===== config.mk =====
export PLATFORM = sky130hd
export DESIGN_NAME = rffe_slave
export DESIGN_NICKNAME = d
export VERILOG_FILES = /design/src/rtl/rffe_pkg.sv /design/src/rtl/rffe_sync.sv /design/src/rtl/rffe_seq.sv /design/src/rtl/rffe_regs.sv /design/src/rtl/rffe_slave.sv
export SDC_FILE = /design/constraint.sdc
export NUM_CORES = 1
export LEC_CHECK = 0
export BUFFER_PORTS_ARGS = -buffer_cell sky130_fd_sc_hd__buf_2
export CAP_MARGIN = 20
export CORE_ASPECT_RATIO = 1.25
export CORE_MARGIN = 2
export CORE_UTILIZATION = 45
export CTS_CLUSTER_SIZE = 25
export DETAILED_ROUTE_END_ITERATION = 12
export PLACE_DENSITY_LB_ADDON = 0.25
export SLEW_MARGIN = 20
export SYNTH_ARGS = -nofsm -noshare
export SYNTH_HDL_FRONTEND = slang
export SYNTH_SLANG_ARGS = --single-unit
export TNS_END_PERCENT = 50

===== constraint.sdc =====
create_clock -name clk -period 2.9 [get_ports clk]
set_input_delay 0.29 -clock clk [delete_from_list [all_inputs] [get_ports clk]]
set_output_delay 0.29 -clock clk [all_outputs]
set_load 0.02 [all_outputs]

===== src/rtl/rffe_pkg.sv =====
package rffe_pkg;
  localparam int SID_W    = 4;
  localparam int CMD_W    = 8;
  localparam int ADDR_W   = 5;
  localparam int DATA_W   = 8;
  localparam int HDR_BITS = SID_W + CMD_W + 1;
  localparam int DAT_BITS = DATA_W + 1;
  localparam int CNT_W    = $clog2(HDR_BITS + 1);

  localparam logic [SID_W-1:0]  BCAST_SID = '0;
  localparam logic [ADDR_W-1:0] A_MODE    = 5'h00;
  localparam logic [ADDR_W-1:0] A_PMTRIG  = 5'h1C;
  localparam logic [ADDR_W-1:0] A_PROD    = 5'h1D;
  localparam logic [ADDR_W-1:0] A_MANF    = 5'h1E;
  localparam logic [ADDR_W-1:0] A_IDREG   = 5'h1F;

  typedef enum logic [2:0] {
    ST_IDLE, ST_CMD, ST_WDAT, ST_RPARK, ST_RDRV, ST_RREL
  } seq_st_t;

  typedef enum logic [1:0] {K_NONE, K_REG0, K_WR, K_RD} cmd_kind_t;

  // odd parity: count of ones over data and parity bit is odd
  function automatic logic hdr_par_ok(input logic [HDR_BITS-1:0] f);
    return ^f;
  endfunction

  function automatic logic dat_par_ok(input logic [DAT_BITS-1:0] f);
    return ^f;
  endfunction

  function automatic logic par_fill(input logic [DATA_W-1:0] d);
    return ~^d;
  endfunction

  function automatic cmd_kind_t cmd_kind(input logic [CMD_W-1:0] c);
    if (c[CMD_W-1])                    return K_REG0;
    else if (c[CMD_W-1 -: 3] == 3'b010) return K_WR;
    else if (c[CMD_W-1 -: 3] == 3'b011) return K_RD;
    else                               return K_NONE;
  endfunction
endpackage


===== src/rtl/rffe_sync.sv =====
module rffe_sync #(
  parameter int STAGES = 2
) (
  input  logic clk,
  input  logic rst_n,
  input  logic sig_in,
  output logic sig_s,
  output logic rise,
  output logic fall
);
  localparam int CHAIN = STAGES + 1;
  logic [CHAIN-1:0] sh;

  always_ff @(posedge clk or negedge rst_n) begin
    if (!rst_n) sh <= '0;
    else        sh <= {sh[CHAIN-2:0], sig_in};
  end

  assign sig_s = sh[STAGES-1];
  assign rise  = sh[STAGES-1] & ~sh[STAGES];
  assign fall  = ~sh[STAGES-1] & sh[STAGES];
endmodule


===== src/rtl/rffe_seq.sv =====
module rffe_seq
  import rffe_pkg::*;
(
  input  logic              clk,
  input  logic              rst_n,
  input  logic              sclk_s,
  input  logic              sclk_rise,
  input  logic              sclk_fall,
  input  logic              sdat_s,
  input  logic              sdat_rise,
  input  logic              sdat_fall,
  input  logic [SID_W-1:0]  usid,
  output logic [ADDR_W-1:0] rd_addr,
  input  logic [DATA_W-1:0] rd_data,
  output logic              wr_stb,
  output logic [ADDR_W-1:0] wr_addr,
  output logic [DATA_W-1:0] wr_data,
  output logic              wr_bcast,
  output logic              sdo,
  output logic              sdo_en,
  output logic              seq_start
);
  localparam logic [CNT_W-1:0] LAST_HDR = CNT_W'(HDR_BITS - 1);
  localparam logic [CNT_W-1:0] LAST_DAT = CNT_W'(DAT_BITS - 1);
  localparam logic [CNT_W-1:0] TX_DONE  = CNT_W'(DAT_BITS);

  seq_st_t                st;
  logic                   armed;
  logic [CNT_W-1:0]       cnt;
  logic [HDR_BITS-2:0]    shreg;
  logic [ADDR_W-1:0]      addr_q;
  logic                   bcast_q;
  logic [DAT_BITS-1:0]    tx_q;

  // header view on the cycle of its last bit
  logic [HDR_BITS-1:0] hdr_frame;
  logic [SID_W-1:0]    hdr_sid;
  logic [CMD_W-1:0]    hdr_cmd;
  logic                hdr_bc;
  logic                hdr_ok;
  logic [DAT_BITS-1:0] dat_frame;
  logic                dat_ok;

  assign hdr_frame = {shreg, sdat_s};
  assign hdr_sid   = hdr_frame[HDR_BITS-1 -: SID_W];
  assign hdr_cmd   = hdr_frame[CMD_W:1];
  assign hdr_bc    = (hdr_sid == BCAST_SID);
  assign hdr_ok    = hdr_par_ok(hdr_frame) && (hdr_bc || hdr_sid == usid);
  assign dat_frame = {shreg[DATA_W-1:0], sdat_s};
  assign dat_ok    = dat_par_ok(dat_frame) && (!bcast_q || addr_q == A_PMTRIG);

  // start condition: data rises then falls with the bus clock low
  always_ff @(posedge clk or negedge rst_n) begin
    if (!rst_n)         armed <= 1'b0;
    else if (sclk_s)    armed <= 1'b0;
    else if (sdat_rise) armed <= 1'b1;
    else if (sdat_fall) armed <= 1'b0;
  end

  assign seq_start = armed & sdat_fall & ~sclk_s;
  assign rd_addr   = addr_q;

  always_ff @(posedge clk or negedge rst_n) begin
    if (!rst_n) begin
      st       <= ST_IDLE;
      cnt      <= '0;
      shreg    <= '0;
      addr_q   <= '0;
      bcast_q  <= 1'b0;
      tx_q     <= '0;
      sdo      <= 1'b0;
      sdo_en   <= 1'b0;
      wr_stb   <= 1'b0;
      wr_addr  <= '0;
      wr_data  <= '0;
      wr_bcast <= 1'b0;
    end else begin
      wr_stb <= 1'b0;
      if (seq_start) begin
        st     <= ST_CMD;
        cnt    <= '0;
        sdo    <= 1'b0;
        sdo_en <= 1'b0;
      end else begin
        case (st)
          ST_CMD: if (sclk_fall) begin
            shreg <= {shreg[HDR_BITS-3:0], sdat_s};
            cnt   <= cnt + 1'b1;
            if (cnt == LAST_HDR) begin
              st <= ST_IDLE;
              if (hdr_ok) begin
                case (cmd_kind(hdr_cmd))
                  K_REG0: if (!hdr_bc) begin
                    wr_stb   <= 1'b1;
                    wr_addr  <= A_MODE;
                    wr_data  <= {1'b0, hdr_cmd[CMD_W-2:0]};
                    wr_bcast <= 1'b0;
                  end
                  K_WR: begin
                    st      <= ST_WDAT;
                    cnt     <= '0;
                    addr_q  <= hdr_cmd[ADDR_W-1:0];
                    bcast_q <= hdr_bc;
                  end
                  K_RD: if (!hdr_bc) begin
                    st     <= ST_RPARK;
                    addr_q <= hdr_cmd[ADDR_W-1:0];
                  end
                  default: ;
                endcase
              end
            end
          end
          ST_WDAT: if (sclk_fall) begin
            shreg <= {shreg[HDR_BITS-3:0], sdat_s};
            cnt   <= cnt + 1'b1;
            if (cnt == LAST_DAT) begin
              st <= ST_IDLE;
              if (dat_ok) begin
                wr_stb   <= 1'b1;
                wr_addr  <= addr_q;
                wr_data  <= dat_frame[DAT_BITS-1:1];
                wr_bcast <= bcast_q;
              end
            end
          end
          ST_RPARK: if (sclk_fall) begin
            tx_q <= {rd_data, par_fill(rd_data)};
            cnt  <= '0;
            st   <= ST_RDRV;
          end
          ST_RDRV: if (sclk_rise) begin
            sdo_en <= 1'b1;
            if (cnt == TX_DONE) begin
              sdo <= 1'b0;
              st  <= ST_RREL;
            end else begin
              sdo  <= tx_q[DAT_BITS-1];
              tx_q <= {tx_q[DAT_BITS-2:0], 1'b0};
              cnt  <= cnt + 1'b1;
            end
          end
          ST_RREL: if (sclk_fall) begin
            sdo_en <= 1'b0;
            st     <= ST_IDLE;
          end
          default: st <= ST_IDLE;
        endcase
      end
    end
  end
endmodule


===== src/rtl/rffe_regs.sv =====
module rffe_regs
  import rffe_pkg::*;
#(
  parameter logic [SID_W-1:0]  DEF_USID = 4'hA,
  parameter logic [DATA_W-1:0] PROD_ID  = 8'h85,
  parameter logic [9:0]        MANF_ID  = 10'h11A
) (
  input  logic              clk,
  input  logic              rst_n,
  input  logic              wr_stb,
  input  logic [ADDR_W-1:0] wr_addr,
  input  logic [DATA_W-1:0] wr_data,
  input  logic [ADDR_W-1:0] rd_addr,
  output logic [DATA_W-1:0] rd_data,
  output logic [SID_W-1:0]  usid,
  output logic [DATA_W-1:0] mode_out,
  output logic [1:0]        pwr_mode
);
  localparam logic [1:0] DEF_PM = 2'b10;

  logic [DATA_W-1:0] shadow_q;
  logic [DATA_W-1:0] active_q;
  logic [1:0]        pm_q;
  logic [2:0]        mask_q;
  logic [SID_W-1:0]  usid_q;

  always_ff @(posedge clk or negedge rst_n) begin
    if (!rst_n) begin
      shadow_q <= '0;
      active_q <= '0;
      pm_q     <= DEF_PM;
      mask_q   <= '0;
      usid_q   <= DEF_USID;
    end else if (wr_stb) begin
      case (wr_addr)
        A_MODE: begin
          shadow_q <= wr_data;
          if (mask_q[0]) active_q <= wr_data;
        end
        A_PMTRIG: begin
          pm_q   <= wr_data[7:6];
          mask_q <= wr_data[5:3];
          if (wr_data[0] && !wr_data[3]) active_q <= shadow_q;
        end
        A_IDREG: usid_q <= wr_data[SID_W-1:0];
        default: ;
      endcase
    end
  end

  always_comb begin
    case (rd_addr)
      A_MODE:   rd_data = active_q;
      A_PMTRIG: rd_data = {pm_q, mask_q, 3'b000};
      A_PROD:   rd_data = PROD_ID;
      A_MANF:   rd_data = MANF_ID[7:0];
      A_IDREG:  rd_data = {2'b00, MANF_ID[9:8], usid_q};
      default:  rd_data = '0;
    endcase
  end

  assign usid     = usid_q;
  assign mode_out = active_q;
  assign pwr_mode = pm_q;
endmodule


===== src/rtl/rffe_slave.sv =====
module rffe_slave
  import rffe_pkg::*;
#(
  parameter int                SYNC_STAGES = 2,
  parameter logic [SID_W-1:0]  DEF_USID    = 4'hA,
  parameter logic [DATA_W-1:0] PROD_ID     = 8'h85,
  parameter logic [9:0]        MANF_ID     = 10'h11A
) (
  input  logic              clk,
  input  logic              rst_n,
  input  logic              sclk,
  input  logic              sdata_in,
  output logic              sdata_out,
  output logic              sdata_oe,
  output logic [DATA_W-1:0] mode_out,
  output logic [1:0]        pwr_mode,
  output logic              wr_stb,
  output logic [ADDR_W-1:0] wr_addr,
  output logic [DATA_W-1:0] wr_data
);
  logic sclk_s, sclk_rise, sclk_fall;
  logic sdat_s, sdat_rise, sdat_fall;
  logic [SID_W-1:0]  usid;
  logic [ADDR_W-1:0] rd_addr;
  logic [DATA_W-1:0] rd_data;
  logic              wr_bcast;
  logic              seq_start;

  rffe_sync #(.STAGES(SYNC_STAGES)) u_sync_clk (
    .clk(clk), .rst_n(rst_n), .sig_in(sclk),
    .sig_s(sclk_s), .rise(sclk_rise), .fall(sclk_fall)
  );

  rffe_sync #(.STAGES(SYNC_STAGES)) u_sync_dat (
    .clk(clk), .rst_n(rst_n), .sig_in(sdata_in),
    .sig_s(sdat_s), .rise(sdat_rise), .fall(sdat_fall)
  );

  rffe_seq u_seq (
    .clk(clk), .rst_n(rst_n),
    .sclk_s(sclk_s), .sclk_rise(sclk_rise), .sclk_fall(sclk_fall),
    .sdat_s(sdat_s), .sdat_rise(sdat_rise), .sdat_fall(sdat_fall),
    .usid(usid), .rd_addr(rd_addr), .rd_data(rd_data),
    .wr_stb(wr_stb), .wr_addr(wr_addr), .wr_data(wr_data),
    .wr_bcast(wr_bcast), .sdo(sdata_out), .sdo_en(sdata_oe),
    .seq_start(seq_start)
  );

  rffe_regs #(.DEF_USID(DEF_USID), .PROD_ID(PROD_ID), .MANF_ID(MANF_ID)) u_regs (
    .clk(clk), .rst_n(rst_n),
    .wr_stb(wr_stb), .wr_addr(wr_addr), .wr_data(wr_data),
    .rd_addr(rd_addr), .rd_data(rd_data), .usid(usid),
    .mode_out(mode_out), .pwr_mode(pwr_mode)
  );
endmodule


# Yosys cells after proc, flatten, opt, wreduce, memory -nomap -nowiden
# Index checks and enable logic that the tools add are counted.
[op_classes] add_sub_neg=1 eq_ne=43 muxes=80 bitwise=11 n_reduce_logical=36
[op_table] operator="two-way mux 8 bit" count=10
[op_table] operator="two-way mux 5 bit" count=9
[op_table] operator="one-hot mux 8 bit (5 select lines)" count=1
[op_table] operator="two-way mux 4 bit" count=9
[op_table] operator="one-hot mux 8 bit (2 select lines)" count=2
[op_table] operator="== test 5 bit (second input constant)" count=6
[op_table] operator="two-way mux 3 bit" count=10
[op_table] operator="two-way mux 9 bit" count=3
[op_table] operator="one-hot mux 5 bit (2 select lines)" count=2
[op_table] operator="two-way mux 1 bit" count=19
[op_table] operator="two-way mux 2 bit" count=9
[op_table] operator="!= test 3 bit (second input constant)" count=6
[op_table] operator="one-hot mux 9 bit (2 select lines)" count=1
[op_table] operator="!= test 2 bit (second input constant)" count=8
[op_table] operator="one-hot mux 4 bit (4 select lines)" count=1
[op_table] operator="one-hot mux 3 bit (5 select lines)" count=1
[op_table] operator="parity 13 bit" count=1
[op_table] operator="== test 3 x 2 -> 1 bit (second input constant)" count=4
[op_table] operator="== test 4 bit (second input constant)" count=3
[op_table] operator="!= test 2 x 1 -> 1 bit (second input constant)" count=6
[op_table] operator="AND reduction 6 bit" count=2
[op_table] operator="nonzero test 2 bit" count=6
[op_table] operator="logical NOT 5 bit" count=2
[op_table] operator="AND reduction 10 bit" count=1
[op_table] operator="other kinds (26)" count=49
[word_totals] reg_bits=82 in_bits=4 out_inout_bits=26 word_cells=190

# Depth between registers and ports, before layout
[logic_depth] ltp_word=16 mapped_depth=10 mapped_depth_nobuf=9

# By module
# A second synthesis with hierarchy kept.
[unflattened] hier_cells=358 area_unflattened_um2=4237.8
[modules_own_cells] module="rffe_seq" n_inst=1 cells_per_inst=252 area_each_um2=2752.6 seq_area_each_um2=1301.2
[modules_own_cells] module="rffe_regs" n_inst=1 cells_per_inst=96 area_each_um2=1305.0 seq_area_each_um2=629.4
[modules_own_cells] module="rffe_sync" n_inst=2 cells_per_inst=5 area_each_um2=90.1 seq_area_each_um2=75.1

# Worst setup path after synthesis
# No wires, ideal clock.
[synth_path] kind="reg-to-reg" from="register u_seq.shreg[5]" to="register u_seq.wr_data[0]" arrival_ns=2.301 setup_slack_ns=0.474 path_stages_with_launch=10 synth_period_minus_slack_ns=2.426 path_cell_list="dfrtp_1 > inv_1 > ha_1 > xnor2_1 > xnor2_1 > xnor3_1 > and4b_1 > o21bai_1 > buf_6 > mux2_4"
[synth_via] elab_chain_cells=12 elab_cells_between_ends=19 cone_classes="eq/ne (6); mux (8); reduce/logical (5)"
[synth_rtl] element="from (decl)" line="rffe_seq.sv:30" text="logic [HDR_BITS-2:0] shreg;"
[synth_rtl] element="from (signal assigned)" line="rffe_seq.sv:87" text="shreg <= {shreg[HDR_BITS-3:0], sdat_s};"
[synth_rtl] element="from (signal assigned)" line="rffe_seq.sv:115" text="shreg <= {shreg[HDR_BITS-3:0], sdat_s};"
[synth_rtl] element="== test 3 x 2 -> 1 bit" line="rffe_pkg.sv:39" text="else if (c[CMD_W-1 -: 3] == 3'b011) return K_RD;"
[synth_rtl] element="two-way mux 2 bit" line="rffe_pkg.sv:39"
[synth_rtl] element="two-way mux 2 bit" line="rffe_pkg.sv:38" text="else if (c[CMD_W-1 -: 3] == 3'b010) return K_WR;"
[synth_rtl] element="two-way mux 2 bit" line="rffe_pkg.sv:37" text="if (c[CMD_W-1]) return K_REG0;"
[synth_rtl] element="two-way mux 2 bit" line="rffe_seq.sv:91" text="if (hdr_ok) begin"
[synth_rtl] element="two-way mux 2 bit" line="rffe_seq.sv:89" text="if (cnt == LAST_HDR) begin"
[synth_rtl] element="two-way mux 2 bit" line="rffe_seq.sv:86" text="ST_CMD: if (sclk_fall) begin"
[synth_rtl] element="two-way mux 2 bit" line="rffe_seq.sv:85" text="case (st)"
[synth_rtl] element="two-way mux 2 bit" line="rffe_seq.sv:79" text="if (seq_start) begin"
[synth_rtl] element="== test 2 x 1 -> 1 bit"
[synth_rtl] element="!= test 2 bit (no source line)"
[synth_rtl] element="AND reduction 10 bit (no source line) *"
[synth_rtl] element="to (signal assigned)" line="rffe_seq.sv:96" text="wr_data <= {1'b0, hdr_cmd[CMD_W-2:0]};"
[synth_rtl] element="to (signal assigned)" line="rffe_seq.sv:122" text="wr_data <= dat_frame[DAT_BITS-1:1];"
[synth_rtl] element="to (decl)" line="rffe_seq.sv:17" text="output logic [DATA_W-1:0] wr_data,"
# Mark *: on every way between the ends. The rest lies on a longest branch, timed or not. The select of a mux whose other input is x is not followed.
# A chain may end at the register's enable or synchronous reset.

# Final worst setup path
[layout_path] from="register u_seq.shreg[5]" to="register u_seq.cnt[3]"
[layout_via] elab_chain_cells=16 elab_cells_between_ends=19 cone_classes="eq/ne (3); mux (14); reduce/logical (2)"
[layout_rtl] element="== test 3 x 2 -> 1 bit" line="rffe_pkg.sv:39"
[layout_rtl] element="two-way mux 2 bit" line="rffe_pkg.sv:39"
[layout_rtl] element="two-way mux 2 bit" line="rffe_pkg.sv:38"
[layout_rtl] element="two-way mux 2 bit" line="rffe_pkg.sv:37"
[layout_rtl] element="two-way mux 2 bit" line="rffe_seq.sv:91"
[layout_rtl] element="two-way mux 2 bit" line="rffe_seq.sv:89"
[layout_rtl] element="two-way mux 2 bit" line="rffe_seq.sv:86"
[layout_rtl] element="two-way mux 2 bit" line="rffe_seq.sv:85"
[layout_rtl] element="two-way mux 2 bit" line="rffe_seq.sv:79"
[layout_rtl] element="== test 2 bit" line="rffe_seq.sv:92" text="case (cmd_kind(hdr_cmd))"
[layout_rtl] element="two-way mux 4 bit" line="rffe_seq.sv:92"
[layout_rtl] element="two-way mux 4 bit *" line="rffe_seq.sv:91"
[layout_rtl] element="two-way mux 4 bit *" line="rffe_seq.sv:89"
[layout_rtl] element="two-way mux 4 bit *" line="rffe_seq.sv:86"
[layout_rtl] element="one-hot mux 4 bit (4 select lines) *" line="rffe_seq.sv:85"
[layout_rtl] element="two-way mux 4 bit *" line="rffe_seq.sv:79"
[layout_rtl] element="to (signal assigned)" line="rffe_seq.sv:88" text="cnt <= cnt + 1'b1;"
[layout_rtl] element="to (signal assigned)" line="rffe_seq.sv:116" text="cnt <= cnt + 1'b1;"
[layout_rtl] element="to (signal assigned)" line="rffe_seq.sv:140" text="cnt <= cnt + 1'b1;"
[layout_rtl] element="to (decl)" line="rffe_seq.sv:29" text="logic [CNT_W-1:0] cnt;"
# Marks and branches as above.

==> load_flow_metrics.sql <==
INSERT INTO impl_metrics (metric_group, metric, value, unit) VALUES
('worst_hold_path', 'timing.hold.worst.class', 'input port to async pin', ''),
('sta', 'timing.final.crit_period', '2.63', 'ns'),
('placement', 'place.gp.congestion', '0.841', ''),
('die', 'coreArea', '9030', 'um2'),
('sta', 'timing.max_slew.rel_slack', '0.324', ''),
('final_layout', 'final_net_count', '431', ''),
('critical_path', 'critPathArrivalTime', '2.83', 'ns'),
('synth', 'edff_count_synth', '0', ''),
('route', 'routed_wl', '8880', 'um'),
('die', 'dieHeight', '111', 'um'),
('clock_network', 'cts_root_buffer', 'sky130_fd_sc_hd__clkbuf_16', ''),
('grt', 'track_usage', '0.192', ''),
('synth', 'netlist_instances', '389', ''),
('grt', 'grt_overflow', '0', ''),
('clock_network', 'post_cts.repair.setup_buffers', '0', ''),
('grt', 'grt_antenna_before_repair', '0', ''),
('die', 'die-width', '89.5', 'um'),
('final_layout', 'antenna_cells_inserted', '0', ''),
('critical_path', 'worstSetupStartpoint', 'u_seq.shreg[5]$_DFFE_PN0P_', ''),
('pwr', 'share_clk_of_total_power', '0.363', ''),
('final_layout', 'final_cell_count_no_fill', '550', ''),
('final_layout', 'area_growth', '14.8', '%'),
('sta', 'finalHoldViolations', '0', ''),
('final_layout', 'multi_input_area', '1950', 'um2'),
('sta', 'max_slew.worst_pin.slew', '1.01', 'ns'),
('sta', 'setup_violations', '0', ''),
('grt', 'via_count_of_the_first_global_routing_pass', '2961', ''),
('sta', 'grt_setup_unrepaired', 'false', ''),
('placement', 'dp.cells', '534', ''),
('critical_path', 'critical_path.max_fanout', '4', ''),
('grt', 'grt_pass1_wl', '14600', 'um'),
('pwr', 'power.share.sequential', '0.427', ''),
('clock_network', 'post_cts_resize_count', '0', ''),
('placement', 'place_hpwl', '6390', 'um'),
('synth', 'avgSynthCellArea', '10.6', 'um2'),
('sta', 'fmax', '0.380', 'GHz'),
('clock_network', 'cts-htree-levels', '3', ''),
('die', 'floorplan_row_count', '39', ''),
('pwr', 'netSwitchingPower', '0.000839', 'W'),
('die', 'dieArea', '9930', 'um2'),
('sta', 'setup_tns', '0', 'ns'),
('placement', 'port_buffers', '29', ''),
('pwr', 'power.ir.vdd_worst', '0.357', 'mV'),
('route', 'detail_route.wl_per_cell', '16.1', 'um'),
('synth', 'ys_async_sr_fraction', '1.00', ''),
('clock_network', 'cts.hold.buffers_added', '0', ''),
('route', 'antenna_violating_nets_post_route', '0', ''),
('clock_network', 'cts_buffers', '9', ''),
('final_layout', 'drive_above_1_share', '0.234', ''),
('pwr', 'power.density', '660', 'nW/um2'),
('clock_network', 'clk_pin_slew', '0.06', 'ns'),
('synth', 'synth_area', '4110', 'um2'),
('critical_path', 'critPathKind', 'flop to flop', ''),
('final_layout', 'regArea', '2060', 'um2'),
('clock_network', 'number_of_sinks_driven_by_the_clock_tree', '82', ''),
('route', 'detail_route.drc_violations', '0', ''),
('pwr', 'sw_frac_of_total', '0.269', ''),
('route', 'route.detailed.vias_per_inst', '5.40', ''),
('critical_path', 'critPathRequiredTime', '3.10', 'ns'),
('synth', 'yosysSeqAreaShare', '0.500', ''),
('die', 'floorplan.io_pins', '30', ''),
('critical_path', 'r2r_start', 'u_seq.shreg[5]$_DFFE_PN0P_', ''),
('pwr', 'p_int', '0.00228', 'W'),
('route', 'drt_iter0_drc', '122', ''),
('die', 'initial_standard_cell_utilization_of_the_core', '0.456', ''),
('run', 'max_cap_viol_count', '0', ''),
('pwr', 'leakage', '2.17', 'nW'),
('sta', 'slew_viol_final', '0', ''),
('final_layout', 'number_of_filler_cells_placed_in_the_layout', '847', ''),
('critical_path', 'end_kind', 'flop', ''),
('sta', 'worst_clock_skew', '0.00784', 'ns'),
('sta', 'layout_worst_path_cycle_share', '0.907', ''),
('route', 'firstDrtPassIters', '6', ''),
('synth', 'synthesis.yosys.warnings', '0', ''),
('clock_network', 'tritoncts_clock_tree', 'yes', ''),
('grt', 'maximum_number_of_pins_on_one_net_before_global_route_repair', '83', ''),
('clock_network', 'clock_path_buffers', '2', ''),
('outcome', 'status', 'finished clean', ''),
('synth', 'mappedNetlistNets', '398', ''),
('critical_path', 'timing.critical_path.from_type', 'flop', ''),
('synth', 'yosys.cell_types.count', '55', ''),
('pwr', 'part_of_the_total_power_dissipated_in_combinational_logic', '0.210', ''),
('clock_network', 'clk_latency', '0.34', 'ns'),
('route', 'via_count', '2971', ''),
('synth', 'synthFlopType', 'sky130_fd_sc_hd__dfrtp_1', ''),
('sta', 'fin_worst_hold_slack', '0.00141', 'ns'),
('synth', 'ys_seq_elements', '82', '');
kinds of logic after synthesis:
logic type,after synthesis,share of synthesized area
xor+xnor,20,0.0529
simple gates,127,0.155
buf+inv,27,0.0271
mux,47,0.130
fa+ha+maj,5,0.0152
compound gates,81,0.120
flops,82,0.500
critical path: stages (launching register included):
cell                      delay, ns
sky130_fd_sc_hd__dfrtp_1       0.37
sky130_fd_sc_hd__inv_1         0.08
sky130_fd_sc_hd__ha_1          0.30
sky130_fd_sc_hd__xnor2_1       0.14
sky130_fd_sc_hd__xnor2_1       0.26
sky130_fd_sc_hd__xnor3_1       0.51
sky130_fd_sc_hd__o41ai_1       0.38
sky130_fd_sc_hd__nand3_1       0.18
sky130_fd_sc_hd__a31oi_1       0.20
sky130_fd_sc_hd__o22ai_1       0.09
metrics by stage:
stage	total power [W]	setup slack (ns)	instance area (um2)	util
after floorplan	0.00185	0.474	4110	-
after global placement	0.00198	0.351	4420	0.489
after detailed placement	0.00200	0.265	4420	0.489
after CTS	0.00315	0.249	4720	0.523
after global routing	0.00328	0.0702	4720	0.523
final	0.00312	0.271	4720	0.523
path summary, 6_finish.rpt:
path,endpoint,slack (ns),depth (start not counted)
worst max-delay path,u_seq.cnt[3]$_DFFE_PN0P_,0.27,9
worst min-delay path,u_regs.shadow_q[2]$_DFFE_PN0P_,0.001,1
worst max register to register,u_seq.cnt[3]$_DFFE_PN0P_,0.27,9
worst min register to register,u_sync_clk.sh[1]$_DFF_PN0_,0.35,0
max in group asynchronous,u_seq.cnt[0]$_DFFE_PN0P_,2.39,1
min in group clk,u_sync_dat.sh[0]$_DFF_PN0_,0.06,1
sequential cells by signal (all words and copies together), names as in the netlist, 2 cells and up:
name,count
u_seq.shreg,12
u_seq.tx_q,9
u_regs.mode_out,8
u_regs.shadow_q,8
u_seq.wr_data,8
u_seq.rd_addr,5
u_seq.wr_addr,5
u_regs.usid,4
u_seq.cnt,4
u_regs.mask_q,3
u_seq.st,3
u_sync_clk.sh,3
u_sync_dat.sh,3
u_regs.pwr_mode,2
metal layers:
| layer | vias to the layer above | wire, um | GRT usage |
|---|---|---|---|
| met3 | 5 | 233 | 0.0402 |
| li1 | 1450 | - | - |
| met2 | 40 | 4670 | 0.324 |
| met5 | - | 0 | 0 |
| met1 | 1476 | 3910 | 0.238 |
| met4 | 0 | 65 | 0.0706 |
power by group through the flow:
stage | clock [W] | sequential, W | combinational [W]
after floorplan | 0 | 0.00130 | 0.000554
after global placement | 0 | 0.00134 | 0.000638
after detailed placement | 0 | 0.00135 | 0.000651
after CTS | 0.00116 | 0.00133 | 0.000654
after global routing | 0.00122 | 0.00135 | 0.000713
final | 0.00113 | 0.00133 | 0.000653
final cells by class:
type | instances | area share
clock buffers | 13 | 0.0551
well taps | 123 | 0.0326
repair buffers | 36 | 0.0458
flip-flops and latches | 82 | 0.435
multi-input cells | 280 | 0.412
inverters | 13 | 0.0103
clock inverters | 3 | 0.00848
synthesized netlist by cell type (all sizes together), types with 3 or more instances:
library cell,number,share of area
or4,5,0.010
a31oi,3,0.0046
mux2,37,0.11
nor4,4,0.0076
buf,4,0.0061
nand3,7,0.0097
a221oi,3,0.0064
dfrtp,79,0.48
nor2b,5,0.0076
mux2i,10,0.024
nand2b,8,0.014
xnor2,14,0.032
xor2,4,0.010
dfstp,3,0.019
clkbuf,10,0.0091
ha,5,0.015
nor2,34,0.036
nand2,43,0.039
inv,13,0.012
o31ai,5,0.0091
a21oi,28,0.034
nor3,12,0.015
o21ai,28,0.034
cells in the final DEF, fill, tap and decap left out, types with 3 or more instances in the layout:
cell,count
sky130_fd_sc_hd__nand2b_1,7
sky130_fd_sc_hd__o21ai_1,9
sky130_fd_sc_hd__mux2i_1,10
sky130_fd_sc_hd__o31ai_1,5
sky130_fd_sc_hd__nor2_1,32
sky130_fd_sc_hd__nand2_1,43
sky130_fd_sc_hd__xor2_1,3
sky130_fd_sc_hd__ha_1,5
sky130_fd_sc_hd__xnor2_1,13
sky130_fd_sc_hd__clkbuf_16,9
sky130_fd_sc_hd__dfstp_2,3
sky130_fd_sc_hd__mux2_4,5
sky130_fd_sc_hd__dfrtp_1,79
sky130_fd_sc_hd__a31oi_1,3
sky130_fd_sc_hd__nor2b_1,5
sky130_fd_sc_hd__nor4_1,3
sky130_fd_sc_hd__nand3_1,6
sky130_fd_sc_hd__mux2_2,32
sky130_fd_sc_hd__inv_1,13
sky130_fd_sc_hd__nor3_1,12
sky130_fd_sc_hd__o21ai_0,19
sky130_fd_sc_hd__buf_2,28
sky130_fd_sc_hd__or4_1,4
sky130_fd_sc_hd__buf_4,6
sky130_fd_sc_hd__a221oi_1,3
sky130_fd_sc_hd__a21oi_1,28
(Power assumes the default switching activity.)
